**src/rtl/dzp_pkg.sv**
```systemverilog
package dzp_pkg;

    typedef enum logic [2:0] {
        ST_IDLE     = 3'd0,
        ST_WAIT_PRI = 3'd1,
        ST_PRI_ON   = 3'd2,
        ST_WAIT_CMP = 3'd3,
        ST_CMP_ON   = 3'd4,
        ST_FAULT    = 3'd5
    } dz_state_t;

endpackage

```
**src/rtl/dzp_gap_counter.sv**
```systemverilog
module dzp_gap_counter #(
    parameter int W = 8
) (
    input  logic         clk,
    input  logic         rst_n,
    input  logic         clr,
    input  logic         tick,
    input  logic [W-1:0] limit,
    output logic         expired
);

    logic [W-1:0] cnt_q;

    assign expired = (cnt_q >= limit);

    always_ff @(posedge clk or negedge rst_n) begin
        if (!rst_n) begin
            cnt_q <= '0;
        end else if (clr) begin
            cnt_q <= '0;
        end else if (tick && !expired) begin
            cnt_q <= cnt_q + 1'b1;
        end
    end

    // the count only moves on a tick or a clear
    a_r6_tick_only: assert property (@(posedge clk) disable iff (!rst_n)
        (!clr && !tick) |=> (cnt_q == $past(cnt_q)));

endmodule

```
**src/rtl/dzp_level_decode.sv**
```systemverilog
module dzp_level_decode #(
    parameter int N = 2
) (
    input  logic [N-1:0] act,
    input  logic         inv,
    output logic [N-1:0] lvl
);

    for (genvar i = 0; i < N; i++) begin : g_lane
        assign lvl[i] = act[i] ^ inv;
    end

endmodule

```
**src/rtl/dz_comp_pair.sv**
```systemverilog
module dz_comp_pair
    import dzp_pkg::*;
#(
    parameter int DEAD_W = 8
) (
    input  logic              clk,
    input  logic              rst_n,
    input  logic              pwm_src,
    input  logic              tick,
    input  logic              dz_en,
    input  logic [DEAD_W-1:0] dead_len,
    input  logic              pol_inv,
    output logic              out_pri,
    output logic              out_cmp,
    output logic              dz_err
);

    localparam int LANES = 2;

    dz_state_t   state_q, state_d;
    logic        clr_cnt;
    logic        expired;
    logic        zero_gap;
    logic [LANES-1:0] act;
    logic [LANES-1:0] lvl;

    assign zero_gap = (dead_len == '0);

    dzp_gap_counter #(.W(DEAD_W)) u_cnt (
        .clk     (clk),
        .rst_n   (rst_n),
        .clr     (clr_cnt),
        .tick    (tick),
        .limit   (dead_len),
        .expired (expired)
    );

    // state register
    always_ff @(posedge clk or negedge rst_n) begin
        if (!rst_n) state_q <= ST_IDLE;
        else        state_q <= state_d;
    end

    // next state
    always_comb begin
        state_d = state_q;
        clr_cnt = 1'b0;
        if (!dz_en) begin
            state_d = ST_IDLE;
            clr_cnt = 1'b1;
        end else begin
            unique case (state_q)
                ST_IDLE: begin
                    clr_cnt = 1'b1;
                    if (pwm_src) state_d = zero_gap ? ST_PRI_ON : ST_WAIT_PRI;
                    else         state_d = zero_gap ? ST_CMP_ON : ST_WAIT_CMP;
                end
                ST_PRI_ON: begin
                    if (!pwm_src) begin
                        clr_cnt = 1'b1;
                        state_d = zero_gap ? ST_CMP_ON : ST_WAIT_CMP;
                    end
                end
                ST_CMP_ON: begin
                    if (pwm_src) begin
                        clr_cnt = 1'b1;
                        state_d = zero_gap ? ST_PRI_ON : ST_WAIT_PRI;
                    end
                end
                ST_WAIT_PRI: begin
                    if (!pwm_src)    state_d = ST_FAULT;
                    else if (expired) state_d = ST_PRI_ON;
                end
                ST_WAIT_CMP: begin
                    if (pwm_src) begin
                        clr_cnt = 1'b1;
                        state_d = zero_gap ? ST_PRI_ON : ST_WAIT_PRI;
                    end else if (expired) begin
                        state_d = ST_CMP_ON;
                    end
                end
                ST_FAULT: state_d = ST_FAULT;
                default:  state_d = ST_IDLE;
            endcase
        end
    end

    // outputs
    always_comb begin
        act[0] = (state_q == ST_PRI_ON);
        act[1] = (state_q == ST_CMP_ON);
        dz_err = (state_q == ST_FAULT);
    end

    dzp_level_decode #(.N(LANES)) u_dec (
        .act (act),
        .inv (pol_inv),
        .lvl (lvl)
    );

    assign out_pri = lvl[0];
    assign out_cmp = lvl[1];

    a_r1_idle_when_off: assert property (@(posedge clk) disable iff (!rst_n)
        !dz_en |=> (out_pri == pol_inv && out_cmp == pol_inv && !dz_err));

    a_r3_cmp_off_at_once: assert property (@(posedge clk) disable iff (!rst_n)
        (dz_en && pwm_src) |=> (out_cmp == pol_inv));

    a_r4_pri_off_at_once: assert property (@(posedge clk) disable iff (!rst_n)
        (dz_en && !pwm_src) |=> (out_pri == pol_inv));

    a_r5_no_gap: assert property (@(posedge clk) disable iff (!rst_n)
        (dz_en && zero_gap && !dz_err && (out_pri != pol_inv || out_cmp != pol_inv))
        |=> (out_pri != out_cmp));

    a_r7_fault_sticky: assert property (@(posedge clk) disable iff (!rst_n)
        (dz_err && dz_en) |=> dz_err);

    a_r10_no_overlap: assert property (@(posedge clk) disable iff (!rst_n)
        !((out_pri != pol_inv) && (out_cmp != pol_inv)));

endmodule

```
**config.mk**
```make
export PLATFORM = sky130hd
export DESIGN_NAME = dz_comp_pair
export DESIGN_NICKNAME = d
export VERILOG_FILES = /design/src/rtl/dzp_pkg.sv /design/src/rtl/dzp_gap_counter.sv /design/src/rtl/dzp_level_decode.sv /design/src/rtl/dz_comp_pair.sv
export SDC_FILE = /design/constraint.sdc
export NUM_CORES = 1
export LEC_CHECK = 0
export BUFFER_PORTS_ARGS = -buffer_cell sky130_fd_sc_hd__buf_2
export CAP_MARGIN = 40
export CORE_MARGIN = 3
export CORE_UTILIZATION = 40
export DETAILED_ROUTE_END_ITERATION = 12
export SYNTH_ARGS = -nofsm -noshare
export SYNTH_HDL_FRONTEND = slang
export SYNTH_SLANG_ARGS = --single-unit
export TNS_END_PERCENT = 30
```
**constraint.sdc**
```tcl
create_clock -name clk -period 3.2 [get_ports clk]
set_input_delay 0.16 -clock clk [delete_from_list [all_inputs] [get_ports clk]]
set_output_delay 0.16 -clock clk [all_outputs]
set_load 0.05 [all_outputs]
```
==> results.yml <==
run_status:
  status: "finished, final reports clean"
logic_synthesis:
  syn_area_per_cell_um2: 8.08
  synth_top_cell_by_area: "dfrtp_1"
  yosysSeqAreaShare_pct: 26.0
  netlist_area_um2: 1060
  syn_nets: 157
  ys_seq_elements: 11
  synth_top_flop_cell: "dfrtp_1"
  synthCells: 131
  synthTopCellsByArea: "dfrtp_1, ha_1, inv_1"
  synthDistinctLibCells: 39
  synth_top_cell_area_share_pct: 26.0
  synth_most_common_cell: "inv_1"
  yosysWarnings: 0
  synth_edf_count: 0
  synthArstFlopShare_pct: 100
  netlist_top_cells_count: "inv_1, ha_1, nor2_1, dfrtp_1, nand2_1"
clocking:
  cts_setup_buffers: 0
  cts.htree.levels: 1
  clkLatencyLatePin_ns: 0.27
  clockRootBuffer: "clkbuf_4"
  cts.clk_slew.worst_paths_ns: 0.07
  clock_sinks: 11
  cts_tree: "built"
  cts_buffer_depth: 2
  cts_resized: 0
  numCtsBuffers: 3
critical_path:
  crit_path_start_kind: "register"
  reg2regPathDepth: 6
  critPathArrivalTime_ns: 2.43
  cp-end-kind: "register"
  r2r_setup_slack_ns: 0.89
  critPathKind: "reg2reg"
  cp_max_fo: 7
  critPathCapture: "u_cnt.cnt_q[3]$_DFFE_PN0P_"
  critPathRequiredTime_ns: 3.32
  cp-startpoint: "u_cnt.cnt_q[2]$_DFFE_PN0P_"
  r2r_end: "u_cnt.cnt_q[3]$_DFFE_PN0P_"
  reg2reg_from: "u_cnt.cnt_q[2]$_DFFE_PN0P_"
pwr:
  p_comb_share_pct: 41.0
  ir_drop_uv: 312
  power_density_nw_per_um2: 417
  p_seq_share_pct: 40.4
  p_sw_share_pct: 42.6
  power_switching_uw: 214
  p_int_uw: 288
  pwr-share-clk_pct: 18.6
  power.leakage_uw: 0.000573
floorplanning:
  die-height_um: 57.4
  start_util_pct: 42.3
  num_rows: 18
  die_w_um: 57.4
  core_area_um2: 2500
  io_pins: 17
  dieArea_um2: 3300
routing:
  drt-total-wl_um: 2340
  drt_iter0_drc: 31
  ant_nets: 0
  avgRoutedWirePerCell_um: 13.1
  num_vias: 999
  via_per_inst: 5.58
  drcViolationCount: 0
  first_pass_iters: 4
global_routing:
  grt_overflow: 0
  busiest_layer: "met2"
  use_met1_pct: 19.5
  grt_antenna_before_repair: 0
  grt_start_max_net_pins: 16
  grt_pass1_wl_um: 4120
  met2_usage_pct: 27.4
  first_global_vias: 947
  grt_use_total_pct: 15.8
  use_met3_pct: 4.52
place:
  finalWeightedCongestion: 0.763
  dpl_worst_slack_ns: 0.923
  io_buffers: 16
  dpl.hpwl_um: 1900
  placedCellCount: 174
sta:
  period_share_pct: 72.2
  finalHoldViolations: 0
  rsz0062_at_grt: "no"
  worstMarginPinSlew_ns: 0.639
  final_critical_path_setup_slack_ns: 0.891
  maxSlewHeadroom_pct: 56.3
  drv_slew: 0
  max_clock_freq_ghz: 0.433
  setup_viol: 0
  fin_crit_ns: 2.31
  hold_slack_ns: 0.175
  tns_ns: 0
  finClkSkew_ns: 0.00444
worst_hold_path:
  hp-class: "in2reg"
cells_and_area:
  final_cells: 179
  multiInputGateArea_um2: 712
  area_delta_synth_final_pct: 13.6
  drive_gt1_share_pct: 14.8
  regArea_um2: 275
  final_nets: 176
  nFillCells: 259
  n_antenna_cell: 0
run:
  maxCapViolations: 0
## metrics by stage
step	total power, uW	cell area [um2]	utilization [%]
2_1_floorplan	356	1060	-
3_3_place_gp	406	1160	46.4
3_5_place_dp	410	1170	46.6
4_1_cts	507	1200	48.1
5_1_grt	549	1200	48.1
6_report	502	1200	48.1
## worst min-delay path by stage
stage / end / slack, ns / cells after the start / startpoint
after CTS: state_q[0]$_DFFE_PN0P_ / 0.18 / 3 / dz_en
after global placement: state_q[0]$_DFFE_PN0P_ / 0.05 / 1 / rst_n
after global routing: state_q[0]$_DFFE_PN0P_ / 0.18 / 3 / dz_en
after floorplan: state_q[0]$_DFFE_PN0P_ / -0.14 / 0 / rst_n
after detailed placement: state_q[0]$_DFFE_PN0P_ / 0.04 / 1 / rst_n
final: state_q[0]$_DFFE_PN0P_ / 0.17 / 3 / dz_en
## layout by cell type, fill, tap and decap left out, types with 3 or more instances in the layout
cell / count
ha_1: 12
nor2b_1: 3
inv_1: 15
a211oi_1: 3
dfrtp_1: 11
a21oi_1: 8
o21ai_0: 5
clkbuf_4: 3
buf_2: 17
or4_1: 3
nand2_1: 11
xnor2_1: 6
nor2_1: 12
a21o_1: 4
nand3_1: 3
## routing by layer
metal / wire, um / up-vias
met4: 11 / 0
met5: 0 / -
li1: - / 510
met2: 1210 / 13
met1: 1030 / 474
met3: 97 / 2
## timing repair
action | in CTS | in global routing
setup endpoints to repair | 0 | 0
hold buffers | 1 | 0
endpoints found under the hold margin | 11 | 0
## worst max-delay path, cell delays in order (launching register included)
cell and delay [ns]:
dfrtp_1 0.47, ha_1 0.32, a211oi_1 0.22, o21ai_1 0.25, a2111oi_0 0.66, xnor2_1 0.19
nor2_1 0.05
## sequential cells by signal, summed over array words and instances (netlist names)
name / count
state_q: 3
u_cnt.cnt_q: 8
## area by class of cell
| class | count | area share [%] |
|---|---|---|
| Tap cell | 30 | 3.12 |
| Inverter | 15 | 4.68 |
| Clock buffer | 4 | 2.19 |
| Sequential cell | 11 | 22.9 |
| Multi-Input combinational cell | 101 | 59.2 |
| Timing Repair Buffer | 18 | 7.91 |
## cells by family after synthesis
| logic type | count (synthesis) | share of synthesized area [%] |
|---|---|---|
| adders and majority gates | 12 | 14.2 |
| AOI/OAI and AO/OA | 35 | 23.5 |
| buffers and inverters | 19 | 6.74 |
| and+or+nand+nor | 44 | 21.0 |
| DFF | 11 | 26.0 |
| xor gates and xnor gates | 8 | 6.62 |
| muxes | 2 | 1.89 |
## power by group through the flow
stage | sequential, uW | combinational (uW) | clock (uW)
finish | 202 | 206 | 93.4
global route | 210 | 235 | 105
CTS | 202 | 208 | 97.2
detailed placement | 205 | 206 | 0
global placement | 204 | 203 | 0
floorplan | 170 | 187 | 0
Power figures use the tool's default switching activity.
